`src/rtl/fft_reorder_pkg.sv`:
```
package fft_reorder_pkg;

    // Controller states: idle, first-symbol fill, steady streaming, final drain.
    typedef enum logic [1:0] {
        ST_IDLE   = 2'd0,
        ST_FILL   = 2'd1,
        ST_STREAM = 2'd2,
        ST_DRAIN  = 2'd3
    } reorder_state_e;

endpackage

```
`src/rtl/fft_reorder_bank.sv`:
```
// Single-port bank: one access per cycle, synchronous read.
module fft_reorder_bank #(
    parameter int DEPTH = 8,
    parameter int DW    = 16,
    localparam int AW   = $clog2(DEPTH)
) (
    input  logic          clk,
    input  logic          rst_n,
    input  logic          we,
    input  logic          re,
    input  logic [AW-1:0] addr,
    input  logic [DW-1:0] wdata,
    output logic [DW-1:0] rdata
);

    logic [DW-1:0] mem [DEPTH];

    always_ff @(posedge clk) begin
        if (we) begin
            mem[addr] <= wdata;
        end else if (re) begin
            rdata <= mem[addr];
        end
    end

    // the single port is never asked for a read and a write together
    p_single_port_r4: assert property (@(posedge clk) disable iff (!rst_n)
        !(we && re));

endmodule

```
`src/rtl/fft_reorder_rotate.sv`:
```
// Lane rotator: DOWN=1 gives out[k] = in[k - s], DOWN=0 gives out[k] = in[k + s] (mod P).
module fft_reorder_rotate #(
    parameter int P    = 8,
    parameter int DW   = 16,
    parameter bit DOWN = 1'b1,
    localparam int PW  = $clog2(P)
) (
    input  logic [P*DW-1:0] din,
    input  logic [PW-1:0]   shift,
    output logic [P*DW-1:0] dout
);

    for (genvar k = 0; k < P; k++) begin : g_lane
        logic [PW-1:0] src;
        if (DOWN) begin : g_down
            assign src = PW'(k) - shift;
        end else begin : g_up
            assign src = PW'(k) + shift;
        end
        assign dout[k*DW +: DW] = din[int'(src)*DW +: DW];
    end

endmodule

```
`src/rtl/fft_reorder_ctrl.sv`:
```
// Controller: one cycle counter plus a symbol-parity bit drive every select.
module fft_reorder_ctrl
    import fft_reorder_pkg::*;
#(
    parameter int P   = 8,
    localparam int PW = $clog2(P)
) (
    input  logic          clk,
    input  logic          rst_n,
    input  logic          in_valid,
    output logic          wr_en,
    output logic          wr_grp,
    output logic [PW-1:0] wr_slot,
    output logic [PW-1:0] wr_rot,
    output logic          wr_even,
    output logic          rd_en,
    output logic          rd_grp,
    output logic [PW-1:0] rd_slot,
    output logic [PW-1:0] rd_rot,
    output logic          rd_even
);

    localparam int CW = PW + 1;
    localparam int C  = 1 << CW;
    localparam logic [CW-1:0] CNT_LAST      = CW'(C - 1);
    localparam logic [CW-1:0] CNT_DRAIN_END = CW'(C - 2);

    function automatic logic [PW-1:0] rev_bits(input logic [PW-1:0] x);
        logic [PW-1:0] r;
        for (int i = 0; i < PW; i++) r[i] = x[PW-1-i];
        return r;
    endfunction

    reorder_state_e state_q, state_d;
    logic [CW-1:0]  cnt_q, cnt_d;
    logic           even_q, even_d;
    logic [CW-1:0]  rd_pos;

    // State register
    always_ff @(posedge clk or negedge rst_n) begin
        if (!rst_n) begin
            state_q <= ST_IDLE;
            cnt_q   <= '0;
            even_q  <= 1'b0;
        end else begin
            state_q <= state_d;
            cnt_q   <= cnt_d;
            even_q  <= even_d;
        end
    end

    // Next state, counter and parity
    always_comb begin
        state_d = state_q;
        cnt_d   = cnt_q + CW'(1);
        even_d  = even_q;
        unique case (state_q)
            ST_IDLE: begin
                cnt_d  = '0;
                even_d = 1'b0;
                if (in_valid) begin
                    state_d = ST_FILL;
                    cnt_d   = CW'(1);
                end
            end
            ST_FILL: begin
                if (cnt_q == CNT_LAST) begin
                    state_d = ST_STREAM;
                    even_d  = ~even_q;
                end
            end
            ST_STREAM: begin
                if (cnt_q == CNT_LAST) begin
                    even_d = ~even_q;
                end else if (cnt_q == '0 && !in_valid) begin
                    state_d = ST_DRAIN;
                end
            end
            ST_DRAIN: begin
                if (cnt_q == CNT_DRAIN_END) begin
                    state_d = ST_IDLE;
                    cnt_d   = '0;
                end
            end
            default: state_d = ST_IDLE;
        endcase
    end

    // Outputs
    always_comb begin
        wr_en = 1'b0;
        rd_en = 1'b0;
        unique case (state_q)
            ST_IDLE:   wr_en = in_valid;
            ST_FILL: begin
                wr_en = 1'b1;
                rd_en = (cnt_q == CNT_LAST);
            end
            ST_STREAM: begin
                wr_en = (cnt_q != '0) || in_valid;
                rd_en = 1'b1;
            end
            ST_DRAIN:  rd_en = 1'b1;
            default: begin
                wr_en = 1'b0;
                rd_en = 1'b0;
            end
        endcase
    end

    assign wr_grp  = cnt_q[0];
    assign wr_slot = cnt_q[CW-1:1];
    assign wr_rot  = rev_bits(wr_slot);
    assign wr_even = even_q;

    // Reads run one cycle ahead of the write position, on the other group.
    assign rd_pos  = cnt_q + CW'(1);
    assign rd_grp  = rd_pos[0];
    assign rd_slot = rd_pos[CW-1:1];
    assign rd_rot  = rev_bits(rd_slot);
    assign rd_even = (cnt_q == CNT_LAST) ? even_q : ~even_q;

    // once reading starts it continues every cycle until the drain ends
    p_read_run_r3: assert property (@(posedge clk) disable iff (!rst_n)
        (rd_en && !(state_q == ST_DRAIN && cnt_q == CNT_DRAIN_END)) |=> rd_en);

    // a write and a read in the same cycle never share a group
    p_groups_apart_r6: assert property (@(posedge clk) disable iff (!rst_n)
        (wr_en && rd_en) |-> (wr_grp != rd_grp));

    // the write rotation holds for both cycles of a pair
    p_pattern_pair_r5: assert property (@(posedge clk) disable iff (!rst_n)
        (wr_en && wr_grp && $past(wr_en)) |-> (wr_rot == $past(wr_rot)));

endmodule

```
`src/rtl/fft_reorder_par.sv`:
```
// Top: write rotator, two groups of single-port banks, group mux, read rotator.
module fft_reorder_par #(
    parameter int P  = 8,
    parameter int DW = 16
) (
    input  logic          clk,
    input  logic          rst_n,
    input  logic          in_valid,
    input  logic [P*DW-1:0] in_data,
    output logic          out_valid,
    output logic [P*DW-1:0] out_data
);

    localparam int PW    = $clog2(P);
    localparam int DEPTH = P;            // N/(2P) with N = 2*P*P
    localparam int NGRP  = 2;

    function automatic logic [PW-1:0] rev_bits(input logic [PW-1:0] x);
        logic [PW-1:0] r;
        for (int i = 0; i < PW; i++) r[i] = x[PW-1-i];
        return r;
    endfunction

    logic          wr_en, wr_grp, wr_even;
    logic          rd_en, rd_grp, rd_even;
    logic [PW-1:0] wr_slot, wr_rot, rd_slot, rd_rot;

    fft_reorder_ctrl #(.P(P)) u_ctrl (
        .clk     (clk),
        .rst_n   (rst_n),
        .in_valid(in_valid),
        .wr_en   (wr_en),
        .wr_grp  (wr_grp),
        .wr_slot (wr_slot),
        .wr_rot  (wr_rot),
        .wr_even (wr_even),
        .rd_en   (rd_en),
        .rd_grp  (rd_grp),
        .rd_slot (rd_slot),
        .rd_rot  (rd_rot),
        .rd_even (rd_even)
    );

    logic [P*DW-1:0] bank_wdata;

    fft_reorder_rotate #(.P(P), .DW(DW), .DOWN(1'b1)) u_wr_rot (
        .din  (in_data),
        .shift(wr_rot),
        .dout (bank_wdata)
    );

    logic [PW-1:0] bank_waddr [P];
    logic [PW-1:0] bank_raddr [P];
    logic [DW-1:0] bank_q     [NGRP][P];

    for (genvar b = 0; b < P; b++) begin : g_bank
        // Slot freed by the partner read: reverse of (bank - shift) mod P
        assign bank_waddr[b] = wr_even ? rev_bits(PW'(b) - wr_rot) : wr_slot;
        assign bank_raddr[b] = rd_even ? rd_slot : rev_bits(PW'(b) - rd_rot);

        for (genvar g = 0; g < NGRP; g++) begin : g_grp
            logic          we_g, re_g;
            logic [PW-1:0] addr_g;
            assign we_g   = wr_en && (wr_grp == 1'(g));
            assign re_g   = rd_en && (rd_grp == 1'(g));
            assign addr_g = we_g ? bank_waddr[b] : bank_raddr[b];

            fft_reorder_bank #(.DEPTH(DEPTH), .DW(DW)) u_bank (
                .clk  (clk),
                .rst_n(rst_n),
                .we   (we_g),
                .re   (re_g),
                .addr (addr_g),
                .wdata(bank_wdata[b*DW +: DW]),
                .rdata(bank_q[g][b])
            );
        end
    end

    // Read-side alignment with the synchronous bank read
    logic          rd_v1, rd_grp1;
    logic [PW-1:0] rd_rot1;

    always_ff @(posedge clk or negedge rst_n) begin
        if (!rst_n) begin
            rd_v1   <= 1'b0;
            rd_grp1 <= 1'b0;
            rd_rot1 <= '0;
        end else begin
            rd_v1   <= rd_en;
            rd_grp1 <= rd_grp;
            rd_rot1 <= rd_rot;
        end
    end

    logic [P*DW-1:0] grp_sel, lane_out;

    always_comb begin
        for (int b = 0; b < P; b++) begin
            grp_sel[b*DW +: DW] = rd_grp1 ? bank_q[1][b] : bank_q[0][b];
        end
    end

    fft_reorder_rotate #(.P(P), .DW(DW), .DOWN(1'b0)) u_rd_rot (
        .din  (grp_sel),
        .shift(rd_rot1),
        .dout (lane_out)
    );

    always_ff @(posedge clk or negedge rst_n) begin
        if (!rst_n) begin
            out_valid <= 1'b0;
            out_data  <= '0;
        end else begin
            out_valid <= rd_v1;
            if (rd_v1) begin
                out_data <= lane_out;
            end
        end
    end

endmodule

```
`config.mk`:
```
export PLATFORM = sky130hd
export DESIGN_NAME = fft_reorder_par
export DESIGN_NICKNAME = d
export VERILOG_FILES = /design/src/rtl/fft_reorder_pkg.sv /design/src/rtl/fft_reorder_bank.sv /design/src/rtl/fft_reorder_rotate.sv /design/src/rtl/fft_reorder_ctrl.sv /design/src/rtl/fft_reorder_par.sv
export SDC_FILE = /design/constraint.sdc
export NUM_CORES = 2
export LEC_CHECK = 0
export BUFFER_PORTS_ARGS = -buffer_cell sky130_fd_sc_hd__clkbuf_2
export CAP_MARGIN = 0
export CORE_ASPECT_RATIO = 1.75
export CORE_MARGIN = 1
export CORE_UTILIZATION = 55
export CTS_BUF_LIST = sky130_fd_sc_hd__clkbuf_4 sky130_fd_sc_hd__clkbuf_8
export CTS_CLUSTER_DIAMETER = 40
export DETAILED_ROUTE_END_ITERATION = 8
export MAX_ROUTING_LAYER = met4
export PLACE_DENSITY = 0.71
export SLEW_MARGIN = 20
export SYNTH_ARGS = -nofsm -noshare
export SYNTH_HDL_FRONTEND = slang
export SYNTH_SLANG_ARGS = --single-unit
```
`constraint.sdc`:
```
create_clock -name clk -period 19.4 [get_ports clk]
set_input_delay 2.91 -clock clk [delete_from_list [all_inputs] [get_ports clk]]
set_output_delay 2.91 -clock clk [all_outputs]
set_load 0.005 [all_outputs]
```
==> flow_summary.ini <==
[power_and_ir_drop]
power.leakage_nw = 41.3
p_per_area_nw_per_um2 = 203
ir_worst_vdd_v = 0.000203

[route]
wl_um = 344000
vias = 70100
drtAntennaViolNets = 0
firstDrtPassIters = 9
drt_iter0_drc = 8521
routedWlPerCell_um = 32.3
route.detailed.drc = 0
vias_per_cell = 6.58

[setup_path]
critical_path_class = input port to flip-flop
reg2reg_from = u_ctrl.cnt_q[0]
cpPeakStageDelay_ns = 0.90
worstSetupEndpointType = flip-flop
r2r_cells = 10
cp.arrival_ns = 7.05
r2r_setup_slack_ns = 13.43
critPathLaunchType = input port
crit_chain = clkbuf_2 > a211oi_2 > or3_2 > nand2_1 > xnor2_4 > buf_4 > buf_4 > mux2_2 > o22ai_1 > nor2_1
required_ns = 20.11
crit_top_cell = buf_4
r2r-end = g_bank[1].g_grp[0].u_bank.rdata[12]
slowest_stage = or3_2
cp_max_fo = 50

[die]
core_um2 = 196000
ios = 260
start_util_pct = 55.4
die_y_um = 589
die_x_um = 338
num_rows = 215
die_area_um2 = 199000

[synth]
synthFlopType = edfxtp_1
synthTopCellsByArea = edfxtp_1 (64%), mux4_2 (5.3%), mux2i_1 (4.6%)
yosysSeqAreaShare_pct = 67.1
synth_fp_nets = 7627
synth-seq-cells = 2445
synth_top_area_share_pct = 63.8
synth.avg_cell_area_um2 = 14.5
synth_commonest_cells = edfxtp_1 (2304), nand2_1 (1088), mux2i_1 (496)
ys_warn_count = 0
synth_area_um2 = 108000
ys_async_sr_fraction_pct = 5.77
yosysMostFrequentCell = edfxtp_1
yosysTopAreaCell = edfxtp_1
synth.distinct_cells = 72
syn_inst = 7481
synth_edf_count = 2304

[run]
cap_violations = 0

[global_routing]
grt_overflow = 0
antenna_found_initial = 17
grt_max_degree = 129
grt_pass1_wl_um = 479000
grt_pass1_vias = 67400
track_usage_pct = 35.4

[sta]
hold_viol = 0
slew_headroom_pct = 22.9
setup_viol = 0
hold_ws_ns = 0.507
tightest_slew_ns = 1.16
fmax_mhz = 158
period_minus_slack_ns = 6.34
slew_violations = 0
fin_ws_ns = 13.06
post-route-period-util_pct = 32.7
finClkSkew_ns = 0.0723
tns_ns = 0
rsz0062_at_grt = false

[place]
globalplace.congestion = 1.04
dp_hpwl_um = 234000
post-place-ws_ns = 12.15
placement.io_buffers = 259

[cts]
numCtsBuffers = 341
postCtsResizedCells = 0
cts_root_buf = clkbuf_8
clock-sinks = 2445
cts_setup_buffers = 0
cts_tree = done
clockBufferDepth = 4
clk_pin_slew_worst_paths_ns = 0.07
cts_hold_buf = 0
htree_levels = 5
clk-insertion-delay-late_ns = 1.00

[worst_hold_path]
holdCritStartpoint = out_data[13]
worstHoldPathCells = 1
worstHoldEndpoint = out_data[13]
hp-class = flip-flop to flip-flop

[layout]
drive_gt1_share_pct = 22.5
fin_nets = 7927
syn_to_final_growth_pct = 10.7

[run_status]
status = finished clean
[cell families (layout without fill, tap and decap cells)]
logic type	Yosys count	count (layout)	share of synthesized area (%)
AO/OA/AOI/OAI	1369	1369	8.83
XOR/XNOR	47	47	0.448
adder cells (fa/ha/maj)	15	15	0.173
buffers and inverters	782	1337	2.96
flip-flops	2445	2445	67.1
multiplexers	1143	1143	14.0
other	0	13	0
AND/OR/NAND/NOR	1680	1680	6.57
[cells in the final DEF, fill, tap and decap left out, drive strengths merged, types with 9 or more instances in the layout]
| master | netlist | final |
|---|---|---|
| mux2i | 497 | 497 |
| o22ai | 213 | 213 |
| clkbuf | 321 | 685 |
| xnor2 | 37 | 37 |
| nor2b | 134 | 134 |
| a311oi | 80 | 80 |
| o31ai | 21 | 21 |
| clkinvlp | 0 | 15 |
| bufinv | 0 | 16 |
| edfxtp | 2304 | 2304 |
| o221ai | 62 | 62 |
| dfrtp | 141 | 141 |
| a22oi | 43 | 43 |
| a22o | 80 | 80 |
| o211ai | 16 | 16 |
| nor4 | 10 | 10 |
| a31oi | 66 | 66 |
| buf | 211 | 231 |
| ha | 15 | 15 |
| a211oi | 52 | 52 |
| nand3 | 176 | 176 |
| a221o | 32 | 32 |
| nor3 | 38 | 38 |
| a32o | 32 | 32 |
| mux4 | 256 | 256 |
| clkinv | 1 | 130 |
| diode | 0 | 13 |
| o21ai | 262 | 262 |
| xor2 | 9 | 9 |
| nand2 | 1088 | 1088 |
| mux2 | 390 | 390 |
| and3 | 33 | 33 |
| a21oi | 205 | 205 |
| nor2 | 175 | 175 |
| inv | 249 | 260 |
| a32oi | 34 | 34 |
| a221oi | 154 | 154 |
[metrics by stage]
stage          util (%)  cell area, µm²  std cells  total power, mW
6_report           61.3          120000      10700             24.4
5_1_grt            61.3          120000      10600             25.2
4_1_cts            61.2          120000      10600             24.2
3_5_place_dp       57.8          113000      10000             20.2
3_3_place_gp       57.8          113000      10000             19.9
2_1_floorplan         -          108000       7481             15.7
[flip-flops by register name (all words and copies together) (netlist names)]
| register | flops |
|---|---|
| g_bank.g_grp.u_bank.mem | 2048 |
| g_bank.g_grp.u_bank.rdata | 256 |
| out_data | 128 |
| out_valid | 1 |
| rd_grp1 | 1 |
| rd_rot1 | 3 |
| rd_v1 | 1 |
| u_ctrl.cnt_q | 4 |
| u_ctrl.state_q | 2 |
| u_ctrl.wr_even | 1 |
[metal layers]
layer,vias up,track usage (%),wire length [µm]
met4,0,26.4,31000
li1,29600,-,-
met5,-,-,0
met2,4437,55.5,165000
met3,979,7.85,35100
met1,35100,39.5,113000
[worst max path at each step]
stage	from	endpoint	cells past startpoint
2_1_floorplan	u_ctrl.cnt_q[0]	g_bank[0].g_grp[0].u_bank.rdata[0]	5
3_3_place_gp	in_valid	g_bank[7].g_grp[1].u_bank.rdata[3]	10
3_5_place_dp	in_valid	g_bank[7].g_grp[1].u_bank.rdata[3]	10
4_1_cts	in_valid	g_bank[7].g_grp[1].u_bank.rdata[3]	10
5_1_grt	in_valid	g_bank[7].g_grp[1].u_bank.rdata[1]	10
6_report	in_valid	g_bank[7].g_grp[1].u_bank.rdata[3]	10
[worst max-delay path, delay by kind of cell]
family | cells | cell delay (ns)
AO/OA/AOI/OAI | 2 | 0.65
XOR/XNOR | 1 | 0.22
buffers and inverters | 3 | 1.38
multiplexers | 1 | 0.41
AND/OR/NAND/NOR | 3 | 1.39
[power by group]
group	internal [mW]	switching, mW
sequential	7.98	0.844
combinational	3.78	7.78
clock	2.06	1.97
total	13.8	10.6
[cell type report]
class	instances	area [µm²]
Inverter	250	940
Clock buffer	427	5410
Sequential cell	2445	72700
Timing Repair Buffer	489	3050
Fill cell	14500	75800
Clock inverter	171	1270
Antenna cell	13	32.5
Tap cell	2604	3260
Multi-Input combinational cell	4254	33300
Note: power is estimated with default switching activity, not from simulation.
